$ cat src/rtl/xbar_wseq_pkg.sv
package xbar_wseq_pkg;
    typedef enum logic [2:0] {
        ST_IDLE  = 3'd0,
        ST_PRE   = 3'd1,
        ST_PULSE = 3'd2,
        ST_GAP   = 3'd3,
        ST_RTG   = 3'd4
    } wseq_state_e;
endpackage

$ cat src/rtl/wseq_clamp.sv
module wseq_clamp #(
    parameter int TICK_W    = 16,
    parameter int CNT_W     = 8,
    parameter int MIN_PRE   = 472,
    parameter int MIN_WIDTH = 10
) (
    input  logic [TICK_W-1:0] raw_pre,
    input  logic [TICK_W-1:0] raw_width,
    input  logic [TICK_W-1:0] raw_gap,
    input  logic [CNT_W-1:0]  raw_count,
    input  logic              burst,
    output logic [TICK_W-1:0] pre_len,
    output logic [TICK_W-1:0] width_len,
    output logic [TICK_W-1:0] gap_len,
    output logic [CNT_W-1:0]  n_pulses
);
    localparam logic [TICK_W-1:0] PRE_FLOOR   = TICK_W'(MIN_PRE);
    localparam logic [TICK_W-1:0] WIDTH_FLOOR = TICK_W'(MIN_WIDTH);
    localparam logic [TICK_W-1:0] GAP_FLOOR   = TICK_W'(1);
    localparam logic [CNT_W-1:0]  ONE_PULSE   = CNT_W'(1);

    always_comb begin
        pre_len   = (raw_pre   < PRE_FLOOR)   ? PRE_FLOOR   : raw_pre;
        width_len = (raw_width < WIDTH_FLOOR) ? WIDTH_FLOOR : raw_width;
        gap_len   = (raw_gap   < GAP_FLOOR)   ? GAP_FLOOR   : raw_gap;
        n_pulses  = (!burst || raw_count == '0) ? ONE_PULSE : raw_count;
    end
endmodule

$ cat src/rtl/wseq_timer.sv
module wseq_timer #(
    parameter int TICK_W = 16
) (
    input  logic              clk,
    input  logic              rst_n,
    input  logic              load,
    input  logic [TICK_W-1:0] load_val,
    output logic              expired
);
    logic [TICK_W-1:0] cnt_d, cnt_q;

    always_comb begin
        cnt_d = cnt_q;
        if (load)
            cnt_d = load_val;
        else if (cnt_q != '0)
            cnt_d = cnt_q - 1'b1;
    end

    always_ff @(posedge clk) begin
        if (!rst_n) cnt_q <= '0;
        else        cnt_q <= cnt_d;
    end

    assign expired = (cnt_q == '0);
endmodule

$ cat src/rtl/wseq_pulse_ctr.sv
module wseq_pulse_ctr #(
    parameter int CNT_W = 8
) (
    input  logic             clk,
    input  logic             rst_n,
    input  logic             load,
    input  logic [CNT_W-1:0] load_val,
    input  logic             dec,
    output logic             last
);
    logic [CNT_W-1:0] rem_d, rem_q;

    always_comb begin
        rem_d = rem_q;
        if (load)
            rem_d = load_val;
        else if (dec && rem_q != '0)
            rem_d = rem_q - 1'b1;
    end

    always_ff @(posedge clk) begin
        if (!rst_n) rem_q <= '0;
        else        rem_q <= rem_d;
    end

    assign last = (rem_q == '0);
endmodule

$ cat src/rtl/xbar_wpulse_seq.sv
module xbar_wpulse_seq
    import xbar_wseq_pkg::*;
#(
    parameter int TICK_W     = 16,
    parameter int CNT_W      = 8,
    parameter int MIN_PRE    = 472,
    parameter int MIN_WIDTH  = 10,
    parameter int RTG_TICKS  = 4
) (
    input  logic              clk,
    input  logic              rst_n,
    input  logic              start,
    input  logic [TICK_W-1:0] cfg_pre,
    input  logic [TICK_W-1:0] cfg_width,
    input  logic [TICK_W-1:0] cfg_gap,
    input  logic [CNT_W-1:0]  cfg_count,
    input  logic              cfg_burst,
    output logic              busy,
    output logic              half_drive,
    output logic              strobe,
    output logic              discharge
);
    localparam logic [TICK_W-1:0] RTG_LOAD = TICK_W'(RTG_TICKS - 1);

    typedef struct packed {
        wseq_state_e       st;
        logic [TICK_W-1:0] width;
        logic [TICK_W-1:0] gap;
        logic              busy;
        logic              half;
        logic              strobe;
        logic              disc;
    } seq_regs_t;

    seq_regs_t r_d, r_q;

    logic [TICK_W-1:0] cl_pre, cl_width, cl_gap;
    logic [CNT_W-1:0]  cl_n;
    logic              tmr_load, tmr_done;
    logic [TICK_W-1:0] tmr_val;
    logic              pc_load, pc_dec, pc_last;
    logic [CNT_W-1:0]  pc_val;

    wseq_clamp #(
        .TICK_W(TICK_W), .CNT_W(CNT_W),
        .MIN_PRE(MIN_PRE), .MIN_WIDTH(MIN_WIDTH)
    ) u_clamp (
        .raw_pre(cfg_pre), .raw_width(cfg_width), .raw_gap(cfg_gap),
        .raw_count(cfg_count), .burst(cfg_burst),
        .pre_len(cl_pre), .width_len(cl_width), .gap_len(cl_gap),
        .n_pulses(cl_n)
    );

    wseq_timer #(.TICK_W(TICK_W)) u_timer (
        .clk(clk), .rst_n(rst_n), .load(tmr_load),
        .load_val(tmr_val), .expired(tmr_done)
    );

    wseq_pulse_ctr #(.CNT_W(CNT_W)) u_pctr (
        .clk(clk), .rst_n(rst_n), .load(pc_load),
        .load_val(pc_val), .dec(pc_dec), .last(pc_last)
    );

    always_comb begin
        r_d      = r_q;
        tmr_load = 1'b0;
        tmr_val  = '0;
        pc_load  = 1'b0;
        pc_val   = '0;
        pc_dec   = 1'b0;

        case (r_q.st)
            ST_IDLE: begin
                if (start) begin
                    r_d.st    = ST_PRE;
                    r_d.width = cl_width;
                    r_d.gap   = cl_gap;
                    tmr_load  = 1'b1;
                    tmr_val   = cl_pre - 1'b1;
                    pc_load   = 1'b1;
                    pc_val    = cl_n - 1'b1;
                end
            end
            ST_PRE: begin
                if (tmr_done) begin
                    r_d.st   = ST_PULSE;
                    tmr_load = 1'b1;
                    tmr_val  = r_q.width - 1'b1;
                end
            end
            ST_PULSE: begin
                if (tmr_done) begin
                    tmr_load = 1'b1;
                    if (pc_last) begin
                        r_d.st  = ST_RTG;
                        tmr_val = RTG_LOAD;
                    end else begin
                        r_d.st  = ST_GAP;
                        tmr_val = r_q.gap - 1'b1;
                        pc_dec  = 1'b1;
                    end
                end
            end
            ST_GAP: begin
                if (tmr_done) begin
                    r_d.st   = ST_PULSE;
                    tmr_load = 1'b1;
                    tmr_val  = r_q.width - 1'b1;
                end
            end
            ST_RTG: begin
                if (tmr_done)
                    r_d.st = ST_IDLE;
            end
            default: r_d.st = ST_IDLE;
        endcase

        r_d.busy   = (r_d.st != ST_IDLE);
        r_d.half   = (r_d.st == ST_PRE) || (r_d.st == ST_PULSE) || (r_d.st == ST_GAP);
        r_d.strobe = (r_d.st == ST_PULSE);
        r_d.disc   = (r_d.st == ST_RTG);
    end

    always_ff @(posedge clk) begin
        if (!rst_n) begin
            r_q.st     <= ST_IDLE;
            r_q.width  <= '0;
            r_q.gap    <= '0;
            r_q.busy   <= 1'b0;
            r_q.half   <= 1'b0;
            r_q.strobe <= 1'b0;
            r_q.disc   <= 1'b0;
        end else begin
            r_q <= r_d;
        end
    end

    assign busy       = r_q.busy;
    assign half_drive = r_q.half;
    assign strobe     = r_q.strobe;
    assign discharge  = r_q.disc;
endmodule

$ cat config.mk
export PLATFORM = sky130hd
export DESIGN_NAME = xbar_wpulse_seq
export DESIGN_NICKNAME = d
export VERILOG_FILES = /design/src/rtl/xbar_wseq_pkg.sv /design/src/rtl/wseq_clamp.sv /design/src/rtl/wseq_timer.sv /design/src/rtl/wseq_pulse_ctr.sv /design/src/rtl/xbar_wpulse_seq.sv
export SDC_FILE = /design/constraint.sdc
export NUM_CORES = 1
export LEC_CHECK = 0
export BUFFER_PORTS_ARGS = -buffer_cell sky130_fd_sc_hd__buf_2
export CORE_UTILIZATION = 58
export DETAILED_ROUTE_END_ITERATION = 10
export PLACE_DENSITY = 0.88
export SYNTH_ARGS = -nofsm -noshare
export SYNTH_HDL_FRONTEND = slang
export SYNTH_HIERARCHICAL = 1
export SYNTH_SLANG_ARGS = --single-unit
$ cat constraint.sdc
create_clock -name clk -period 4.2 [get_ports clk]
set_input_delay 0.63 -clock clk [delete_from_list [all_inputs] [get_ports clk]]
set_output_delay 0.63 -clock clk [all_outputs]
set_load 0.05 [all_outputs]
==> impl_metrics.toml <==
[power_and_ir_drop]
ir_worst_vdd_uv = 435
p_per_area_mw_per_mm2 = 571
p_leak_nw = 1.95
total_power_mw = 2.91

[layout]
area_delta_synth_final_pct = 10.8
drive_gt1_frac = 0.169
antenna_cells = 0
fin_cells = 741
final_nets = 701

[route]
post-route-drc-count = 0
firstDrtPassIters = 8
routed_wl_um = 11500
drtAntennaViolNets = 0
routed_via_density = 6.11
via_count = 4531
wl_per_cell_um = 15.5
initialDrtViolationCount = 371

[clock_network]
cts_root_buf = "clkbuf_8"
cts_tree = "done"
cts_setup_buffers = 0
numCtsBuffers = 9
cts_resized = 0
ctsHoldBuffers = 0
htree_levels = 3
cts_max_path_buffers = 2
cts_sinks = 63
path_clk_slew_ps = 70
clk_latency_ps = 360

[grt]
grtUsageTotal = 0.289
grt-ovfl-total = 0
grt_pass1_wl_um = 19300
grt_pass1_vias = 4248
antenna_found_initial = 0
grt_max_degree = 63

[synthesis]
netlist_instances = 614
synth_area_leader_cell = "dfxtp_1"
synth_common_cells = "101 x nand2_1, 63 x dfxtp_1, 51 x clkbuf_1"
yosys.area.top_type_share = 0.275
synth_area_leaders = "dfxtp_1 27%, nand2_1 8.3%, xnor2_1 7.4%"
synth_flop_cell = "dfxtp_1"
synthArstFlopShare = 0
seq_area_frac_synth = 0.275
synth-edff-count = 0
ys_warn_count = 6
synth-seq-cells = 63
synth_area_mm2 = 0.00459
syn-num-nets = 681
ys_types = 71
yosysMostFrequentCell = "nand2_1"
synth_area_per_cell_um2 = 7.48

[critical_path]
crit_type = "reg2reg"
end_kind = "flop"
startpoint_type = "flop"
reg2reg_depth = 12
crit_arrival_ps = 3980
cp.required_ps = 4430
critPathMaxFanout = 15

[status]
status = "finished clean"

[floorplan]
initial_utilization = 0.598
fp.coreArea_mm2 = 0.00769
num_rows = 32
io_pins = 64
die-area_mm2 = 0.00828
dieWidth_um = 91
die_h_um = 91

[timing]
max_freq_mhz = 267
slew_headroom = 0.381
period_minus_slack_ps = 3750
hold_violations = 0
rsz0062_at_grt = "no"
hold_ws_ps = 496
setup_viol = 0
slew_viol_final = 0
tightest_slew_ps = 928
fin_crit_sh = 0.892
final.setup_skew_ps = 9.37
tns_ps = 0

[place]
dp_hpwl_um = 8450
port_buffers = 63
gp_congestion = 1.02
place_inst = 725

[flow_run]
max-cap-violations = 0

[min_path]
hold_depth = 2
hold_class = "reg2reg"
## worst paths after layout
kind / start / endpoint / slack, ps
worst max-delay path: u_timer/cnt_q[0] / u_pctr/rem_q[7] / 450
worst min-delay path: r_q[35] / r_q[35] / 500
worst max register to register: u_timer/cnt_q[0] / u_pctr/rem_q[7] / 450
worst min register to register: r_q[35] / r_q[35] / 500
## state kept, by name (all words and copies together), names as in the netlist
name and cells:
strobe 1, half_drive 1, u_timer/cnt_q 16, busy 1
u_pctr/rem_q 8, discharge 1, r_q 35
## layout make-up
class / count / area [um^2]
repair buffers: 72 / 383
flip-flops and latches: 63 / 1260
fillers: 643 / 2590
inverters: 20 / 75.1
clock buffers: 10 / 138
clock inverters: 6 / 116
well taps: 102 / 128
multi-input cells: 468 / 2990
## cell families after synthesis
kind of cell    after synthesis  share of synthesized area
compound gates              126                      0.200
xor+xnor                     55                      0.105
fa+ha+maj                     7                     0.0191
buf+inv                      83                     0.0743
flops                        63                      0.275
mux                           2                    0.00436
simple gates                278                      0.323
## worst max-delay path, cell delays in order, from the launching register on
cell and delay [ps]:
dfxtp_1 330, inv_1 80, ha_1 190, or3b_1 440
or4_4 660, nor2_1 160, nor4bb_1 360, nand2b_1 130
clkinv_1 260, or3b_2 500, nor3_1 220, mux2i_1 210
a21oi_1 70
## report_power, final
group | internal [mW] | switching [mW] | total [mW]
combinational | 0.561 | 0.783 | 1.34
sequential | 0.731 | 0.167 | 0.897
clock | 0.414 | 0.254 | 0.668
## routing by layer
| metal | track usage | up-vias | wire length, um |
|---|---|---|---|
| met5 | 0 | - | 0 |
| met4 | 0.103 | 0 | 310 |
| met3 | 0.0779 | 34 | 852 |
| met2 | 0.490 | 219 | 5490 |
| met1 | 0.352 | 2090 | 4810 |
| li1 | - | 2188 | - |
## placed cells by master (no fill, tap or decap), types with 15 or more instances in the layout
cell type	instances
a21boi_0	34
and2_1	15
buf_2	63
dfxtp_1	63
inv_1	17
nand2_1	101
nand3_1	17
nor2_1	35
nor3_1	25
nor4_1	19
o21ai_0	26
xnor2_1	39
xor2_1	16
## metrics by stage
step                instance area (um^2)   util  worst slack, ps
floorplan                           4590      -              345
global placement                    4840  0.629              644
detailed placement                  4840  0.629              491
CTS                                 5090  0.662              475
global route                        5090  0.662              210
finish                              5090  0.662              454
No activity file was read; power rests on OpenSTA's default activity.
